File: src/rtl/adcsp_pkg.sv
package adcsp_pkg;

   // width of a down-counter that must hold values up to n-1
   function automatic int cnt_bits(input int n);
      return (n < 2) ? 1 : $clog2(n);
   endfunction

   // status of the conversion engine as seen by the port control
   typedef struct packed {
      logic start;
      logic done;
      logic busy;
   } conv_stat_t;

endpackage

File: src/rtl/adcsp_edge.sv
module adcsp_edge #(
   parameter int N = 2
) (
   input  logic         clk,
   input  logic         rst_n,
   input  logic [N-1:0] din,
   output logic [N-1:0] rise,
   output logic [N-1:0] fall
);

   logic [N-1:0] prev_q;

   always_ff @(posedge clk) begin
      if (!rst_n) prev_q <= '0;
      else        prev_q <= din;
   end

   for (genvar gi = 0; gi < N; gi++) begin : g_bit
      assign rise[gi] =  din[gi] & ~prev_q[gi];
      assign fall[gi] = ~din[gi] &  prev_q[gi];
   end

endmodule

File: src/rtl/adcsp_conv_timer.sv
module adcsp_conv_timer #(
   parameter int CONV_CYCLES = 40
) (
   input  logic clk,
   input  logic rst_n,
   input  logic start,
   output logic busy,
   output logic done
);

   localparam int CW = adcsp_pkg::cnt_bits(CONV_CYCLES);

   logic busy_q;

   if (CONV_CYCLES < 1) begin : g_bad
      $error("adcsp_conv_timer: CONV_CYCLES must be at least 1");
   end

   if (CONV_CYCLES == 1) begin : g_single
      always_ff @(posedge clk) begin
         if (!rst_n)      busy_q <= 1'b0;
         else if (busy_q) busy_q <= 1'b0;
         else             busy_q <= start;
      end
      assign done = busy_q;
   end else begin : g_count
      logic [CW-1:0] left_q;
      always_ff @(posedge clk) begin
         if (!rst_n) begin
            busy_q <= 1'b0;
            left_q <= '0;
         end else if (busy_q) begin
            if (left_q == '0) busy_q <= 1'b0;
            else              left_q <= left_q - 1'b1;
         end else if (start) begin
            busy_q <= 1'b1;
            left_q <= CW'(CONV_CYCLES - 1);
         end
      end
      assign done = busy_q && (left_q == '0);
   end

   assign busy = busy_q;


   start_busy_chk: assert property (@(posedge clk) disable iff (!rst_n)
      start && !busy |=> busy);


   busy_hold_chk: assert property (@(posedge clk) disable iff (!rst_n)
      busy && !done |=> busy);

endmodule

File: src/rtl/adcsp_shifter.sv
module adcsp_shifter #(
   parameter int WIDTH = 16
) (
   input  logic             clk,
   input  logic             rst_n,
   input  logic             load,
   input  logic [WIDTH-1:0] data,
   input  logic             adv,
   output logic             msb,
   output logic             last
);

   localparam int EW = adcsp_pkg::cnt_bits(WIDTH);

   logic [WIDTH-1:0] word_q;
   logic [EW-1:0]    shifts_q;

   if (WIDTH < 2) begin : g_bad
      $error("adcsp_shifter: WIDTH must be at least 2");
   end

   always_ff @(posedge clk) begin
      if (!rst_n) begin
         word_q   <= '0;
         shifts_q <= '0;
      end else if (load) begin
         word_q   <= data;
         shifts_q <= '0;
      end else if (adv && !last) begin
         word_q   <= {word_q[WIDTH-2:0], 1'b0};
         shifts_q <= shifts_q + 1'b1;
      end
   end

   assign msb  = word_q[WIDTH-1];
   assign last = (shifts_q == EW'(WIDTH - 1));


   shift_range_chk: assert property (@(posedge clk) disable iff (!rst_n)
      32'(shifts_q) < WIDTH);

endmodule

File: src/rtl/adc_serial_port.sv
module adc_serial_port #(
   parameter int WIDTH       = 16,
   parameter int CONV_CYCLES = 40
) (
   input  logic             clk,
   input  logic             rst_n,
   input  logic             cnv,
   input  logic             sck,
   input  logic             sdi,
   input  logic [WIDTH-1:0] sample,
   output logic             sdo,
   output logic             sdo_oe,
   output logic             busy
);

   import adcsp_pkg::*;

   localparam int CNV_I = 0;
   localparam int SCK_I = 1;

   logic [1:0] ev_rise, ev_fall;
   conv_stat_t cs;
   logic       armed_q, oe_q;
   logic       sh_msb, sh_last, sh_adv;
   logic       cnv_rise, sck_fall;

   adcsp_edge #(.N(2)) i_edge (
      .clk  (clk),
      .rst_n(rst_n),
      .din  ({sck, cnv}),
      .rise (ev_rise),
      .fall (ev_fall)
   );

   assign cnv_rise = ev_rise[CNV_I];
   assign sck_fall = ev_fall[SCK_I];
   assign cs.start = cnv_rise && sdi && !cs.busy;

   adcsp_conv_timer #(.CONV_CYCLES(CONV_CYCLES)) i_timer (
      .clk  (clk),
      .rst_n(rst_n),
      .start(cs.start),
      .busy (cs.busy),
      .done (cs.done)
   );

   assign sh_adv = oe_q && sck_fall && !cnv_rise && !cs.done;

   adcsp_shifter #(.WIDTH(WIDTH)) i_shift (
      .clk  (clk),
      .rst_n(rst_n),
      .load (cs.done),
      .data (sample),
      .adv  (sh_adv),
      .msb  (sh_msb),
      .last (sh_last)
   );

   // output enable: completion first, then abort, then open, then frame end
   always_ff @(posedge clk) begin
      if (!rst_n) begin
         armed_q <= 1'b0;
         oe_q    <= 1'b0;
      end else if (cs.done) begin
         armed_q <= 1'b1;
         oe_q    <= ~cnv;
      end else if (cnv_rise) begin
         armed_q <= 1'b0;
         oe_q    <= 1'b0;
      end else if (armed_q && !oe_q && !cnv) begin
         oe_q    <= 1'b1;
      end else if (oe_q && sck_fall && sh_last) begin
         armed_q <= 1'b0;
         oe_q    <= 1'b0;
      end
   end

   assign sdo_oe = oe_q;
   assign sdo    = oe_q & sh_msb;
   assign busy   = cs.busy;


   rise_quiet_chk: assert property (@(posedge clk) disable iff (!rst_n)
      cnv_rise |=> !sdo_oe);


   no_mode_start_chk: assert property (@(posedge clk) disable iff (!rst_n)
      cnv_rise && !sdi && !busy |=> !busy);


   oe_idle_chk: assert property (@(posedge clk) disable iff (!rst_n)
      sdo_oe |-> !busy);


   sdo_hold_chk: assert property (@(posedge clk) disable iff (!rst_n)
      sdo_oe && !sck_fall && !cnv_rise |=> sdo_oe && $stable(sdo));

endmodule

File: config.mk
export PLATFORM = sky130hd
export DESIGN_NAME = adc_serial_port
export DESIGN_NICKNAME = d
export VERILOG_FILES = /design/src/rtl/adcsp_pkg.sv /design/src/rtl/adcsp_edge.sv /design/src/rtl/adcsp_conv_timer.sv /design/src/rtl/adcsp_shifter.sv /design/src/rtl/adc_serial_port.sv
export SDC_FILE = /design/constraint.sdc
export NUM_CORES = 1
export LEC_CHECK = 0
export BUFFER_PORTS_ARGS = -buffer_cell sky130_fd_sc_hd__buf_2
export CORE_MARGIN = 2
export CORE_UTILIZATION = 24
export CTS_BUF_LIST = sky130_fd_sc_hd__clkbuf_4 sky130_fd_sc_hd__clkbuf_8
export DETAILED_ROUTE_END_ITERATION = 8
export PLACE_DENSITY = 0.44
export SETUP_SLACK_MARGIN = 0.02
export SLEW_MARGIN = 20
export SYNTH_ARGS = -nofsm -noshare
export SYNTH_HDL_FRONTEND = slang
export SYNTH_SLANG_ARGS = --single-unit
File: constraint.sdc
create_clock -name clk -period 5.01 [get_ports clk]
set_input_delay 0.501 -clock clk [delete_from_list [all_inputs] [get_ports clk]]
set_output_delay 0.501 -clock clk [all_outputs]
set_load 0.005 [all_outputs]
==> metrics.txt <==
cells after synthesis 136; Initial DRT Pass Iterations 4; Fin Clk Skew 0.00559 ns; P_sw 0.000129 W; vias in the first global route 1121; routability congestion estimate 0.764; setup bufs post-CTS 0; Most used DFF post-synth dfxtp_1; r2r setup slk 3.12 ns; Clock Latency Late Sink 0.28 ns; post-synthesis sequential area ratio roughly 44%; Yosys warnings 0; violation count after the first detailed-routing iteration 59; WS Path Type register to register; design area 0.00169 sq mm; max-slew violation count 0; Async SR Flop Fraction 0%; CTS buffer count 5; Vias/cell roughly 4.6; worst vdd rail ir drop between 100 and 150 uV; Tightest Pin Transition about 0.68 ns; Longest Clk Path Bufs 2; worst-path maximum fanout 21; outcome completed; total track usage approximately a tenth; worst hold start sample[13]; initial antenna violation count 0; RR Endpoint i_shift.word_q[1]; Synth Net Count 159; largest net degree at the start of global routing 22; Flop pwr share 49.3%; drt drc 0; global-route wire length before repair 4910 um; Hold Crit Depth 2; FF+latch count, synth 31; Worst path slowest cell nand2_1; post-DP HPWL between 2000 and 2500 um; Crit. End Element register; Setup WS pre-CTS ~3.1 ns; IO Count 24; Min-Delay Path Class input port to register; reg2reg path depth 4; Rel. slew slack 54.4%; RSZ-0062 raised after global routing no; final hold vios 0; grt ovf 0; Max-Cap Viols 0; CP peak stage delay a little under 0.6 ns; Avg Cell Area, Syn 10.3 sq um; core area roughly 0.0056 sq mm; Final Power about 0.00055 W; Unique masters post-synth 36; hold path endpoint i_shift.word_q[13]; power share of the clock group 39.8%; most frequent cells in the layout dfxtp_1 (31), buf_2 (23), mux2i_1 (16), o2bb2ai_1 (15); Layout Utilization 30.3%; worst path required time 5.15 ns; DP Area 0.00159 sq mm; vias ~1100; initial core utilization roughly 25%; Sw Ratio 23.6%; Site Rows 27; Area contributors post-synth dfxtp_1 (44%), mux2i_1 (11%), o2bb2ai_1 (9.4%), a21oi_1 (2.5%), inv_1 (1.9%); Mapped Area approximately 0.0014 sq mm; Die X 80.3 um; CTS resizes 0; fin crit period 1.89 ns; clock root buffer clkbuf_8; clk sink count 31; clock-pin transition on the worst setup and hold timing paths 0.06 ns; H-tree depth 2; cell taking the most area after synthesis dfxtp_1; leakage power total roughly 0.59 nW; Fmax ~530 MHz; final worst-path cycle share 37.6%; Setup TNS Final 0 ns; WL final 2800 um; hold buffer count at CTS 0; most common cell after layout, fill and taps aside dfxtp_1; top-area cell type share of the netlist area 44.4%; CP Data Arrival Time 2.02 ns; Die ar. 0.00646 sq mm; Nets 185; setup ws final 3.12 ns; area grow syn2layout 20.8%; DIE HEIGHT 80.3 um; number of routed nets with antenna violations 0; Buffers on Ports 23; RR Startpoint i_timer.busy; fraction of layout cells with a size suffix above 1 between 20 and 25%; internal power 0.000417 W; crit start category register; Comb pwr share 10.9%; pwr dens ~320 mW/mm^2; final setup fails 0; crit-path cells nor4b_2, nand3b_1, nand2_1, o2bb2ai_1; number of synthesized flops with an enable pin 0; CTS tree done; wire length per cell 11.9 um; ANT cells 0
## synth_stat cells (2+ instances only)
cell / number
and2_1: 3
nand3_1: 5
and3_1: 2
o21ai_1: 2
nor2_1: 7
nor3_1: 2
o21ai_0: 3
nand2_1: 3
ha_1: 2
buf_2: 4
a21oi_2: 2
a21oi_1: 7
mux2i_1: 16
inv_1: 7
o311ai_0: 2
xnor2_1: 3
o2bb2ai_1: 15
dfxtp_1: 31
nand3b_1: 3
## kinds of logic (layout without fill, tap and decap cells)
group	Yosys count	after routing	synth area share (%)
AOI/OAI and AO/OA	37	37	20.1
xor gates and xnor gates	3	3	1.88
adders and majority gates	2	2	1.79
buffers and inverters	12	39	4.11
DFF	31	31	44.4
muxes	17	17	12.3
and+or+nand+nor	34	34	15.5
## registers in the layout, indices dropped and copies added (netlist names)
register and count:
i_shift.word_q 16, i_timer.g_count.left_q 6, sdo_oe 1, armed_q 1, i_timer.busy 1, i_shift.shifts_q 4
i_edge.prev_q 2
## power groups by stage
stage	sequential (W)	clock [W]	combinational [W]
floorplan	0.000272	0	0.0000419
global placement	0.000274	0	0.0000591
detailed placement	0.000275	0	0.0000598
CTS	0.000269	0.000228	0.0000600
global route	0.000271	0.000241	0.0000670
finish	0.000269	0.000217	0.0000594
## critical path: cells and delay by family, from the launching register on
family | cells | cell delay [ns]
AO/OA/AOI/OAI | 1 | 0.12
flip-flops | 1 | 0.47
AND/OR/NAND/NOR | 3 | 1.16
## stage by stage
stage / cells / hold slack [ns]
floorplan: 136 / 0.460
global placement: 227 / 0.507
detailed placement: 227 / 0.503
CTS: 235 / 0.414
global route: 235 / 0.411
finish: 235 / 0.424
## cell type report
| cell class | instances | area (sq um) |
|---|---|---|
| tap | 72 | 90.1 |
| inverter | 7 | 26.3 |
| sequential | 31 | 621 |
| fill | 595 | 3880 |
| multi-input combinational | 93 | 726 |
| timing repair buffer | 24 | 123 |
| clock buffer | 8 | 104 |
## layer usage
layer	routed length [um]	global-route usage, %	vias up
met3	155	3.60	5
li1	-	-	561
met5	0	0	-
met2	1290	16.3	28
met4	36	4.07	0
met1	1320	11.2	497
## worst max path at each step
stage	cells past startpoint	slack [ns]	endpoint	from
global placement	5	3.14	i_timer.g_count.left_q[3]	cnv
finish	4	3.12	i_shift.word_q[1]	i_timer.busy
floorplan	7	3.33	i_shift.word_q[10]	i_shift.shifts_q[0]
CTS	4	3.09	i_shift.word_q[3]	i_timer.busy
detailed placement	4	3.10	i_shift.word_q[1]	i_timer.busy
global route	4	2.90	i_shift.word_q[1]	i_timer.busy
Note: power is estimated with default switching activity, not from simulation.
